## src/rtl/ext_irq_pkg.sv

```systemverilog
package ext_irq_pkg;

  localparam int unsigned NPORT_DEF = 4;
  localparam int unsigned NSRC      = 2;
  localparam int unsigned SRC_PIN   = 0;
  localparam int unsigned SRC_PORT  = 1;

  typedef enum logic {
    TRIG_EDGE       = 1'b0,
    TRIG_EDGE_LEVEL = 1'b1
  } trig_mode_e;

  // Idle-to-active transition of a normalised (active-high) source.
  function automatic logic f_rise(input logic prev_act, input logic cur_act);
    return cur_act && !prev_act;
  endfunction

  // Next value of the pending flag: an edge beats ack; a level does not.
  function automatic logic f_next_pending(input logic pend, input logic edge_hit,
                                          input logic level_hit, input logic ack_in);
    return edge_hit || ((level_hit || pend) && !ack_in);
  endfunction

endpackage

```

## src/rtl/irq_src_norm.sv

```systemverilog
module irq_src_norm
  import ext_irq_pkg::*;
#(
  parameter int unsigned NPORT = NPORT_DEF
) (
  input  logic             irq_pin_n,
  input  logic [NPORT-1:0] port_pins,
  input  logic             port_grp_en,
  input  logic             port_irq_en,
  output logic             port_gate,
  output logic [NSRC-1:0]  src_act
);

  logic port_any;

  assign port_gate = port_grp_en && port_irq_en;
  assign port_any  = |port_pins;

  always_comb begin
    src_act           = '0;
    src_act[SRC_PIN]  = !irq_pin_n;
    src_act[SRC_PORT] = port_gate && port_any;
  end

endmodule

```

## src/rtl/irq_edge_det.sv

```systemverilog
module irq_edge_det
  import ext_irq_pkg::*;
#(
  parameter int unsigned N = NSRC
) (
  input  logic         clk,
  input  logic         rst_n,
  input  logic [N-1:0] act,
  output logic [N-1:0] rise
);

  logic [N-1:0] prev_act;

  for (genvar g = 0; g < N; g++) begin : g_src
    always_ff @(posedge clk) begin
      if (!rst_n) prev_act[g] <= 1'b0;
      else        prev_act[g] <= act[g];
    end
    assign rise[g] = f_rise(prev_act[g], act[g]);
  end

endmodule

```

## src/rtl/irq_pend_latch.sv

```systemverilog
module irq_pend_latch
  import ext_irq_pkg::*;
(
  input  logic clk,
  input  logic rst_n,
  input  logic edge_evt,
  input  logic level_evt,
  input  logic ack,
  output logic pending
);

  always_ff @(posedge clk) begin
    if (!rst_n) pending <= 1'b0;
    else        pending <= f_next_pending(pending, edge_evt, level_evt, ack);
  end

endmodule

```

## src/rtl/ext_irq_latch.sv

```systemverilog
module ext_irq_latch
  import ext_irq_pkg::*;
#(
  parameter int unsigned NPORT = NPORT_DEF
) (
  input  logic             clk,
  input  logic             rst_n,
  input  logic             irq_pin_n,
  input  logic [NPORT-1:0] port_pins,
  input  logic             trig_mode,
  input  logic             port_grp_en,
  input  logic             port_irq_en,
  input  logic             ack,
  output logic             pending,
  output logic             irq_req
);

  logic [NSRC-1:0] src_act;
  logic [NSRC-1:0] src_rise;
  logic            port_gate;
  logic            edge_evt;
  logic            level_evt;
  trig_mode_e      mode;

  assign mode = trig_mode_e'(trig_mode);

  irq_src_norm #(.NPORT(NPORT)) u_norm (
    .irq_pin_n   (irq_pin_n),
    .port_pins   (port_pins),
    .port_grp_en (port_grp_en),
    .port_irq_en (port_irq_en),
    .port_gate   (port_gate),
    .src_act     (src_act)
  );

  irq_edge_det #(.N(NSRC)) u_edge (
    .clk   (clk),
    .rst_n (rst_n),
    .act   (src_act),
    .rise  (src_rise)
  );

  assign edge_evt  = |src_rise;
  assign level_evt = (mode == TRIG_EDGE_LEVEL) && (|src_act);

  irq_pend_latch u_pend (
    .clk       (clk),
    .rst_n     (rst_n),
    .edge_evt  (edge_evt),
    .level_evt (level_evt),
    .ack       (ack),
    .pending   (pending)
  );

  assign irq_req = pending;

endmodule

```

## config.mk

```make
export PLATFORM = sky130hd
export DESIGN_NAME = ext_irq_latch
export DESIGN_NICKNAME = d
export VERILOG_FILES = /design/src/rtl/ext_irq_pkg.sv /design/src/rtl/irq_src_norm.sv /design/src/rtl/irq_edge_det.sv /design/src/rtl/irq_pend_latch.sv /design/src/rtl/ext_irq_latch.sv
export SDC_FILE = /design/constraint.sdc
export NUM_CORES = 1
export LEC_CHECK = 0
export CORE_AREA = 3 3 40 42
export DETAILED_ROUTE_END_ITERATION = 8
export DIE_AREA = 0 0 43 45
export SLEW_MARGIN = 10
export SYNTH_ARGS = -nofsm -noshare
export SYNTH_HDL_FRONTEND = slang
export SYNTH_SLANG_ARGS = --single-unit
```

## constraint.sdc

```tcl
create_clock -name clk -period 0.9 [get_ports clk]
set_input_delay 0.18 -clock clk [delete_from_list [all_inputs] [get_ports clk]]
set_output_delay 0.18 -clock clk [all_outputs]
set_load 0.02 [all_outputs]
```

==> results.cfg <==
[status]
status = finished, violations left
violations = setup timing

[placed_design]
placed_area_um2 = 290
place_ws_ps = -424
gp_congestion = 0.639
io_buffers = 12

[clock_tree]
postCtsHoldBufs = 0
cts_made_buffers = 3
cts.reportedPaths.clkPinSlew_ps = 40
htreeDepth = 1
cts.sinks = 3
root_buffer = clkbuf_4
clockBufferDepth = 2
cts_tree = yes
clock_latency_ps = 230

[global_route]
gr-total-overflow = 0
track_usage_pct = 6.00
grt_pass1_wl_um = 779
grt_pass1_vias = 198
grt_max_degree = 4
antenna_found_initial = 0

[sta]
fin_crit_ps = 942
worstMarginPinSlew_ps = 223
fmax_ghz = 1.06
hold_viol_final = 0
fin_crit_sh_pct = 105
fin_skew_ps = 0.247
final-setup-viol-count = 3
finalMaxSlewViolations = 0
maxSlewHeadroom_pct = 85.0
rsz0062_at_grt = true
holdWs_ps = 335
worst_slack_ps = -42.4

[yosys]
avgSynthCellArea_um2 = 9.65
yosys_register_bits = 3
synthAdderAreaFrac_pct = 0
synth_compound_area_share_pct = 20.4
synth_top_family_by_area = simple AND/OR/NAND/NOR gates
netlist_instances = 14
synth_warnings = 0
synth_cell_types = 10
yosysTopAreaCellShare_pct = 44.4
synthMuxAreaShare_pct = 0
synth_nets = 25
synth_xor_area_share_pct = 0
synth-simple-area-share_pct = 26.9
synth_area_leaders = dfxtp_1 44%, o221ai_1 13%, a22o_2 7.4%
netlist_area_um2 = 135
synth_top_area_cell = dfxtp_1
synth_seq_area_share_pct = 44.4

[setup_path]
critPathRequiredTime_ps = 1020
cp-start-kind = flop
end_kind = flop
startpoint = u_pend.pending
crit_fanout = 3
crit_type = flop to flop
r2r_start = u_pend.pending
r2r_cells = 4
crit_arrival_ps = 1060

[layout]
nets = 44
num-fill-cells = 155
drive_above_1_share_pct = 43.8
layout-area-overhead-vs-synth_pct = 139
final_cell_area_um2 = 323
diodes = 0

[power]
p_leak_nw = 0.137
powerDensity_nw_per_um2 = 1530
max-vdd-ir-drop_mv = 0.388
power_mw = 0.493

[worst_hold_path]
hold_class = primary input to flop
whs_path_depth = 3
hold_start = port_pins[3]

[floorplan]
std_cell_rows = 13
start_util_pct = 10.5
die_area_um2 = 1940
io_pins = 13
core_area_um2 = 1280
die_w_um = 43
die_h_um = 45

[drt]
postRouteAntennaNets = 0
wl_um = 408
drcViolationCount = 0
vias_per_cell = 3.77
drt_iter0_markers = 2
num_vias = 177
drt-pass1-iter-count = 2
wire_per_inst_um = 8.68

[job]
maxCapViolCount = 0
## timing repair
| action | CTS | global route |
|---|---|---|
| hold endpoints to repair | 0 | 0 |
| buffers inserted | 0 | 0 |
| cloned | 0 | 0 |
| pin swaps | 3 | 2 |
| setup endpoints to repair | 3 | 3 |
| resized for setup | 16 | 3 |
## sequential cells by signal (all words and copies together), names as in the netlist
name	cells
u_edge.prev_act	2
u_pend.pending	1
## layout by cell type, fill, tap and decap left out
master / synthesis / routed
a22o_2: 1 / 1
buf_6: 0 / 1
or3b_1: 1 / 1
nor2_1: 2 / 1
nor2_4: 0 / 1
nand3_1: 1 / 1
nor4_1: 1 / 1
clkbuf_1: 0 / 1
inv_1: 1 / 1
dfxtp_1: 3 / 2
buf_4: 1 / 2
o221ai_2: 0 / 2
clkdlybuf4s50_1: 0 / 4
buf_2: 0 / 2
and2b_2: 1 / 1
clkbuf_4: 0 / 3
dlygate4sd2_1: 0 / 6
dfxtp_2: 0 / 1
## worst max-delay path: stages (launching register included)
cell	delay, ps
dfxtp_2	320
buf_6	110
nor2_4	70
o221ai_2	100
a22o_2	230
## metrics by stage
stage	std cells	setup TNS (ps)	util, %
floorplan	14	0	-
global route	47	-190	25.1
CTS	47	-80.7	24.1
finish	47	-47.1	25.1
detailed placement	43	-1200	22.6
global placement	43	-1180	22.6
## cells by family (layout without fill, tap and decap cells)
kind of cell,count (synthesis),count (layout)
flip-flops,3,3
buffers and inverters,2,20
AND/OR/NAND/NOR,6,6
AO/OA/AOI/OAI,3,3
## path summary, 6_finish.rpt
check / endpoint / slack [ps]
worst max-delay path: u_pend.pending / -40
worst min-delay path: u_edge.prev_act[1] / 330
worst max register to register: u_pend.pending / -40
worst min register to register: u_pend.pending / 500
## per-layer routing
layer  track usage, %  vias up  wire [um]
li1                 -       88          -
met2             7.19       13        148
met3             5.18        0         61
met5                0        -          0
met4             5.42        0          0
met1             6.27       76        198
## cells in the mapped netlist
cell type and count:
a22o_2 1, and2b_2 1, dfxtp_1 3, nor4_1 1
nand3_1 1, buf_4 1, o221ai_1 2, or3b_1 1
nor2_1 2, inv_1 1
## power by group
part           leakage [nW]  internal (mW)  switching (mW)
registers            0.0251          0.144         0.00649
clock network        0.0150          0.166          0.0682
logic                0.0971         0.0656          0.0429
total                 0.137          0.375           0.118
## cell type report
| cell class | count | area, um^2 | area share (%) |
|---|---|---|---|
| clock buffer | 4 | 26.3 | 8.14 |
| inverter | 1 | 3.75 | 1.16 |
| multi-input combinational | 9 | 83.8 | 26.0 |
| sequential | 3 | 61.3 | 19.0 |
| tap | 15 | 18.8 | 5.81 |
| timing repair buffer | 15 | 129 | 39.9 |
Power figures use the tool's default switching activity.
